$ cat config.mk
export PLATFORM = sky130hd
export DESIGN_NAME = aclink_frame_rx
export DESIGN_NICKNAME = d
export VERILOG_FILES = /design/src/rtl/aclink_rx_pkg.sv /design/src/rtl/aclink_rx_sequencer.sv /design/src/rtl/aclink_rx_tag_capture.sv /design/src/rtl/aclink_rx_slot_shifter.sv /design/src/rtl/aclink_frame_rx.sv
export SDC_FILE = /design/constraint.sdc
export NUM_CORES = 1
export LEC_CHECK = 0
export ABC_AREA = 1
export BUFFER_PORTS_ARGS = -buffer_cell sky130_fd_sc_hd__buf_2
export CORE_ASPECT_RATIO = 0.8
export CORE_UTILIZATION = 45
export CTS_BUF_LIST = sky130_fd_sc_hd__clkbuf_2
export CTS_CLUSTER_DIAMETER = 60
export DETAILED_ROUTE_END_ITERATION = 12
export HOLD_SLACK_MARGIN = 0.06
export SLEW_MARGIN = 30
export SYNTH_ARGS = -nofsm -noshare
export SYNTH_HDL_FRONTEND = slang
export SYNTH_SLANG_ARGS = --single-unit
export TNS_END_PERCENT = 5
$ cat constraint.sdc
create_clock -name bit_clk -period 2.46 [get_ports bit_clk]
set_clock_uncertainty 0.2 [all_clocks]
set_input_delay 0.492 -clock bit_clk [delete_from_list [all_inputs] [get_ports bit_clk]]
set_output_delay 0.492 -clock bit_clk [all_outputs]
set_load 0.01 [all_outputs]
$ cat src/rtl/aclink_rx_pkg.sv
// Shared frame geometry for the serial link input receiver.
// Assumes the tag slot is longer than the number of data slots plus one.
package aclink_rx_pkg;
    localparam int TAG_BITS   = 16;
    localparam int SLOT_BITS  = 20;
    localparam int DATA_SLOTS = 12;
    localparam int FRAME_BITS = TAG_BITS + SLOT_BITS * DATA_SLOTS;
endpackage

$ cat src/rtl/aclink_rx_sequencer.sv
// Frame position tracker. Detects the rise of the controller's frame marker
// on the falling edge and keeps the position of the bit being sampled: the
// slot number (0 = tag slot) and the bit within that slot.
// Assumes: sync changes on rising edges, so it is stable at falling edges.
module aclink_rx_sequencer #(
    parameter int TAG_BITS   = aclink_rx_pkg::TAG_BITS,
    parameter int SLOT_BITS  = aclink_rx_pkg::SLOT_BITS,
    parameter int DATA_SLOTS = aclink_rx_pkg::DATA_SLOTS,
    localparam int FRAME_BITS = TAG_BITS + SLOT_BITS * DATA_SLOTS,
    localparam int POS_W      = $clog2(FRAME_BITS),
    localparam int IDX_W      = $clog2(DATA_SLOTS + 1),
    localparam int BIS_W      = $clog2((TAG_BITS > SLOT_BITS) ? TAG_BITS : SLOT_BITS)
) (
    input  logic             clk,
    input  logic             rst_n,
    input  logic             sync,
    output logic             cap_en,
    output logic [IDX_W-1:0] slot_num,
    output logic [BIS_W-1:0] bit_in_slot,
    output logic             tag_last,
    output logic             slot_last,
    output logic             frame_last
);
    logic             sync_q;
    logic             armed;
    logic [POS_W-1:0] pos_q;
    logic [IDX_W-1:0] slot_q;
    logic [BIS_W-1:0] bis_q;
    logic             sync_rise;

    // Decode of the current bit position for the capture logic
    always_comb begin
        sync_rise   = sync & ~sync_q;
        cap_en      = armed;
        slot_num    = slot_q;
        bit_in_slot = bis_q;
        tag_last    = armed && (slot_q == '0) && (bis_q == BIS_W'(TAG_BITS - 1));
        slot_last   = armed && (slot_q != '0) && (bis_q == BIS_W'(SLOT_BITS - 1));
        frame_last  = armed && (pos_q == POS_W'(FRAME_BITS - 1));
    end

    // Position counters; a marker rise realigns them, the last bit disarms
    always_ff @(negedge clk) begin
        if (!rst_n) begin
            sync_q <= 1'b0;
            armed  <= 1'b0;
            pos_q  <= '0;
            slot_q <= '0;
            bis_q  <= '0;
        end else begin
            sync_q <= sync;
            if (sync_rise) begin
                armed  <= 1'b1;
                pos_q  <= '0;
                slot_q <= '0;
                bis_q  <= '0;
            end else if (armed) begin
                if (frame_last) begin
                    armed <= 1'b0;
                end
                pos_q <= pos_q + POS_W'(1);
                if (tag_last || slot_last) begin
                    slot_q <= slot_q + IDX_W'(1);
                    bis_q  <= '0;
                end else begin
                    bis_q <= bis_q + BIS_W'(1);
                end
            end
        end
    end


    realign_chk: assert property (@(negedge clk) disable iff (!rst_n)
        sync_rise |=> (cap_en && slot_num == '0 && bit_in_slot == '0))
        else $error("frame marker rise did not restart the position");


    stop_after_last_chk: assert property (@(negedge clk) disable iff (!rst_n)
        (frame_last && !sync_rise) |=> !cap_en)
        else $error("capture continued past the last frame bit");
endmodule

$ cat src/rtl/aclink_rx_tag_capture.sv
// Tag slot capture. Stores the codec-ready flag (position 0) and the valid
// flags for slots 1..DATA_SLOTS (positions 1..DATA_SLOTS), ignores the rest
// of the tag slot, and publishes all flags at once when the tag slot ends.
// Assumes DATA_SLOTS < TAG_BITS - 1.
module aclink_rx_tag_capture #(
    parameter int TAG_BITS   = aclink_rx_pkg::TAG_BITS,
    parameter int DATA_SLOTS = aclink_rx_pkg::DATA_SLOTS,
    parameter int BIS_W      = 5
) (
    input  logic                  clk,
    input  logic                  rst_n,
    input  logic                  in_tag,
    input  logic                  tag_last,
    input  logic [BIS_W-1:0]      bit_in_slot,
    input  logic                  sdata,
    output logic                  codec_ready,
    output logic [DATA_SLOTS-1:0] slot_valid,
    output logic                  tag_strobe
);
    logic [DATA_SLOTS:0] pending;

    // Collect tag bits by position while the tag slot is being received
    always_ff @(negedge clk) begin
        if (!rst_n) begin
            pending <= '0;
        end else if (in_tag) begin
            for (int k = 0; k <= DATA_SLOTS; k++) begin
                if (bit_in_slot == BIS_W'(k)) begin
                    pending[k] <= sdata;
                end
            end
        end
    end

    // Publish the collected flags at the end of the tag slot
    always_ff @(negedge clk) begin
        if (!rst_n) begin
            codec_ready <= 1'b0;
            slot_valid  <= '0;
            tag_strobe  <= 1'b0;
        end else begin
            tag_strobe <= tag_last;
            if (tag_last) begin
                codec_ready <= pending[0];
                slot_valid  <= pending[DATA_SLOTS:1];
            end
        end
    end


    tag_hold_chk: assert property (@(negedge clk) disable iff (!rst_n)
        !tag_strobe |-> ($stable(slot_valid) && $stable(codec_ready)))
        else $error("tag outputs changed without a tag strobe");
endmodule

$ cat src/rtl/aclink_rx_slot_shifter.sv
// Data slot deserializer. Shifts slot bits in MSB first and presents the
// full word with its slot number and a one-cycle strobe when the slot's
// last bit arrives.
// Assumes the shift enable is high for exactly SLOT_BITS bits per slot.
module aclink_rx_slot_shifter #(
    parameter int SLOT_BITS = aclink_rx_pkg::SLOT_BITS,
    parameter int IDX_W     = 4
) (
    input  logic                 clk,
    input  logic                 rst_n,
    input  logic                 shift_en,
    input  logic                 slot_last,
    input  logic [IDX_W-1:0]     slot_num,
    input  logic                 sdata,
    output logic [SLOT_BITS-1:0] slot_data,
    output logic [IDX_W-1:0]     slot_idx,
    output logic                 slot_strobe
);
    logic [SLOT_BITS-2:0] shreg;

    // Shift the leading bits of the slot
    always_ff @(negedge clk) begin
        if (!rst_n) begin
            shreg <= '0;
        end else if (shift_en) begin
            shreg <= {shreg[SLOT_BITS-3:0], sdata};
        end
    end

    // Present the finished word with its slot number
    always_ff @(negedge clk) begin
        if (!rst_n) begin
            slot_data   <= '0;
            slot_idx    <= '0;
            slot_strobe <= 1'b0;
        end else begin
            slot_strobe <= slot_last;
            if (slot_last) begin
                slot_data <= {shreg, sdata};
                slot_idx  <= slot_num;
            end
        end
    end


    strobe_needs_capture_chk: assert property (@(negedge clk) disable iff (!rst_n)
        slot_strobe |-> $past(shift_en))
        else $error("slot strobe without a captured bit");


    word_hold_chk: assert property (@(negedge clk) disable iff (!rst_n)
        !slot_strobe |-> ($stable(slot_data) && $stable(slot_idx)))
        else $error("slot word changed without a strobe");
endmodule

$ cat src/rtl/aclink_frame_rx.sv
// Input frame receiver for a slotted serial audio link, on the controller
// side. Uses the controller's own frame marker to find frame start, samples
// data on the falling edge and splits each frame into the ready flag, the
// valid tags and the slot words.
// Assumes sync and sdata_in change only on rising edges of bit_clk.
module aclink_frame_rx #(
    parameter int TAG_BITS   = aclink_rx_pkg::TAG_BITS,
    parameter int SLOT_BITS  = aclink_rx_pkg::SLOT_BITS,
    parameter int DATA_SLOTS = aclink_rx_pkg::DATA_SLOTS
) (
    input  logic                               bit_clk,
    input  logic                               rst_n,
    input  logic                               sync,
    input  logic                               sdata_in,
    output logic                               codec_ready,
    output logic [DATA_SLOTS-1:0]              slot_valid,
    output logic                               tag_strobe,
    output logic [SLOT_BITS-1:0]               slot_data,
    output logic [$clog2(DATA_SLOTS + 1)-1:0]  slot_idx,
    output logic                               slot_strobe,
    output logic                               frame_done
);
    localparam int IDX_W = $clog2(DATA_SLOTS + 1);
    localparam int BIS_W = $clog2((TAG_BITS > SLOT_BITS) ? TAG_BITS : SLOT_BITS);

    logic             cap_en;
    logic [IDX_W-1:0] slot_num;
    logic [BIS_W-1:0] bit_in_slot;
    logic             tag_last;
    logic             slot_last;
    logic             frame_last;
    logic             in_tag;
    logic             in_data;

    aclink_rx_sequencer #(
        .TAG_BITS   (TAG_BITS),
        .SLOT_BITS  (SLOT_BITS),
        .DATA_SLOTS (DATA_SLOTS)
    ) i_seq (
        .clk         (bit_clk),
        .rst_n       (rst_n),
        .sync        (sync),
        .cap_en      (cap_en),
        .slot_num    (slot_num),
        .bit_in_slot (bit_in_slot),
        .tag_last    (tag_last),
        .slot_last   (slot_last),
        .frame_last  (frame_last)
    );

    // Route each sampled bit to the tag or data capture
    always_comb begin
        in_tag  = cap_en && (slot_num == '0);
        in_data = cap_en && (slot_num != '0);
    end

    aclink_rx_tag_capture #(
        .TAG_BITS   (TAG_BITS),
        .DATA_SLOTS (DATA_SLOTS),
        .BIS_W      (BIS_W)
    ) i_tag (
        .clk         (bit_clk),
        .rst_n       (rst_n),
        .in_tag      (in_tag),
        .tag_last    (tag_last),
        .bit_in_slot (bit_in_slot),
        .sdata       (sdata_in),
        .codec_ready (codec_ready),
        .slot_valid  (slot_valid),
        .tag_strobe  (tag_strobe)
    );

    aclink_rx_slot_shifter #(
        .SLOT_BITS (SLOT_BITS),
        .IDX_W     (IDX_W)
    ) i_slot (
        .clk         (bit_clk),
        .rst_n       (rst_n),
        .shift_en    (in_data),
        .slot_last   (slot_last),
        .slot_num    (slot_num),
        .sdata       (sdata_in),
        .slot_data   (slot_data),
        .slot_idx    (slot_idx),
        .slot_strobe (slot_strobe)
    );

    // Frame-done pulse on the capture of the last frame bit
    always_ff @(negedge bit_clk) begin
        if (!rst_n) begin
            frame_done <= 1'b0;
        end else begin
            frame_done <= frame_last;
        end
    end


    done_with_last_slot_chk: assert property (@(negedge bit_clk) disable iff (!rst_n)
        frame_done |-> (slot_strobe && slot_idx == IDX_W'(DATA_SLOTS)))
        else $error("frame done without the last slot word");
endmodule

==> impl_metrics.tcl <==
set metrics [dict create \
    routedWlPerCell_microns 10.54 \
    worst_setup_path_start_kind "flip-flop" \
    clock_latency_ns 0.57 \
    drc_errors 0 \
    vias_per_cell 4.643 \
    rsz0062_at_grt "yes" \
    p_leak_nw 2.355 \
    synth-simple-area-share 0.2910 \
    avgSynthCellArea_sq_um 7.507 \
    cp.depth 1 \
    core.rowCount 28 \
    cts_tree "built" \
    root_buffer "clkbuf_2" \
    routed_wl_microns 7674 \
    io_buffers 43 \
    antenna_found_initial 0 \
    p_per_area_nw_per_um2 616.7 \
    cp.required_ns 1.77 \
    synth_top_family_by_area "simple AND/OR/NAND/NOR gates" \
    initial_utilization 0.4744 \
    yosys.area_share.adder 0.02801 \
    setup_viol 40 \
    fp.coreArea_sq_um 7532 \
    cts_sinks 91 \
    firstDrtPassIters 4 \
    critical_path.max_stage_delay_ns 0.35 \
    drv_slew 0 \
    grt_first_pass_wirelength_microns 13430 \
    violations "setup timing" \
    path_max_fanout 2 \
    hold_buffers 0 \
    die_area_sq_um 8304 \
    worstHoldPathCells 2 \
    finalHoldViolations 0 \
    synth_area_sq_um 3573 \
    die_y_microns 81.71 \
    crit_chain "buf_6" \
    htree_levels 3 \
    cp_slowest_cell "dfxtp_2" \
    die_w_microns 101.6 \
    grt-ovfl-total 0 \
    max-slew-margin-rel 0.6787 \
    grt_max_degree 22 \
    drive_gt1_frac 0.2042 \
    synth-seq-area-share 0.5098 \
    cp-end-kind "output pin" \
    final_nets 629 \
    synth-compound-area-share 0.09804 \
    ys_types 25 \
    path_delay_family "flip-flops" \
    r2r_cells 9 \
    dpl_cell_area_sq_um 3975 \
    globalplace.congestion 0.8458 \
    grt_util_all_layers 0.2070 \
    power_mw 2.919 \
    clk_pin_slew_ns 0.07 \
    muxShareOfSynthArea 0 \
    dp_hpwl_microns 4959 \
    critPathKind "reg -> out" \
    placed_cells 620 \
    area.growth.synth_to_final_pct 32.46 \
    ys_seq_elements 91 \
    tightest_slew_ns 0.4812 \
    synthXorXnorAreaFrac 0.004902 \
    max-cap-violations 0 \
    final_cells 728 \
    syn_inst 476 \
    arrival_ns 2.24 \
    num_vias 3380 \
    fill_cells 719 \
    setup_slack_ns -0.4764 \
    yosysWarnings 0 \
    crit_buf_inv 1 \
    synthesis.nets 488 \
    final_area_sq_um 4733 \
    ios 44 \
    cts_buffer_depth 2 \
    cts_made_buffers 9 \
    min_path_type "reg -> reg" \
    detail-route-antenna-nets 0 \
    peakVddDrop_uv 381.2 \
    seq_area_sq_um 1871 \
    drt-initial-drc-count 101 \
    outcome "finished, violations left" \
    dp_slack_ns -0.2980 \
    grt_pass1_vias 3259 \
    multi_input_area_sq_um 1508 \
]
==> synth_stat cells <==
cell type | number | area (sq um)
ha_1 | 8 | 100.1
buf_6 | 3 | 33.78
inv_1 | 27 | 101.4
a21oi_1 | 38 | 190.2
nor2_2 | 3 | 18.77
buf_2 | 5 | 25.02
clkinv_1 | 2 | 7.510
inv_2 | 2 | 7.510
clkbuf_1 | 7 | 26.28
nand3_2 | 1 | 10.01
o21ai_0 | 32 | 160.2
buf_1 | 2 | 7.510
dfxtp_1 | 91 | 1822
buf_4 | 3 | 22.52
nor2_4 | 1 | 11.26
nand3b_1 | 1 | 7.510
nand4_1 | 4 | 25.02
nand2_2 | 4 | 25.02
nand3_1 | 31 | 155.2
xor2_1 | 2 | 17.52
inv_4 | 2 | 12.51
nor2_1 | 84 | 315.3
nor3_1 | 4 | 20.02
nand2_1 | 117 | 439.2
or2_0 | 2 | 12.51
==> layer usage <==
| metal | global-route usage | wire, microns |
|---|---|---|
| met1 | 0.2550 | 3948 |
| met2 | 0.3068 | 3302 |
| met3 | 0.08511 | 348 |
| met4 | 0.1159 | 75 |
| met5 | 0 | 0 |
==> what timing repair did <==
action                                  CTS  global route
buffers inserted                          1             0
endpoints found under the setup margin   40            40
gates resized for setup                  74             4
==> cells by family (layout without fill, tap and decap cells) <==
group | count (synthesis) | in the layout
simple gates | 252 | 252
xor+xnor | 2 | 2
compound gates | 70 | 70
fa+ha+maj | 8 | 8
buf+inv | 53 | 199
other cells | 0 | 1
flops | 91 | 91
==> registers in the layout (all words and copies together) (netlist names), 4 cells and up <==
signal,cells
i_slot.slot_data,20
i_tag.pending,13
i_seq.pos_q,8
i_slot.slot_idx,4
i_slot.shreg,19
i_seq.bit_in_slot,5
i_seq.slot_num,4
i_tag.slot_valid,12
==> path summary, 6_finish.rpt <==
| check | startpoint | to | slack (ns) |
|---|---|---|---|
| max | i_slot.slot_idx[3] | slot_idx[3] | -0.48 |
| min | i_tag.pending[6] | i_tag.slot_valid[5] | 0.24 |
| max reg2reg | i_seq.bit_in_slot[1] | i_tag.slot_valid[4] | 0.30 |
| min reg2reg | i_tag.pending[6] | i_tag.slot_valid[5] | 0.24 |
==> metrics by stage <==
step / setup TNS (ns) / utilization / hold WS, ns
2_1_floorplan: -1.186 / - / 0.2291
3_3_place_gp: -14.91 / 0.5277 / 0.2484
3_5_place_dp: -15.10 / 0.5277 / 0.2502
4_1_cts: -19.79 / 0.6261 / 0.2450
5_1_grt: -21.65 / 0.6281 / 0.2617
6_report: -17.81 / 0.6284 / 0.2402
==> power by group <==
part           internal [mW]  switching, mW  total (mW)
clock network          0.441          0.884        1.32
logic                 0.0417         0.0638       0.105
registers               1.48         0.0105        1.49
total                   1.96          0.958        2.92
==> cell usage in the layout (no fill, tap or decap), types with 8 or more instances in the layout <==
master	instances
dfxtp_1	52
ha_1	8
a21oi_1	38
nand3_1	31
nand2_1	117
nor2_1	84
o21ai_0	32
buf_6	39
clkbuf_2	9
buf_4	13
inv_1	118
dfxtp_2	39
==> final cells by class <==
cell class / instances / area share
Clock buffer: 9 / 0.009516
Multi-Input combinational cell: 332 / 0.3185
Antenna cell: 1 / 0.0005287
Timing Repair Buffer: 60 / 0.1345
Inverter: 32 / 0.02643
Tap cell: 105 / 0.02776
Sequential cell: 91 / 0.3952
Clock inverter: 98 / 0.08750
Power figures use the tool's default switching activity.
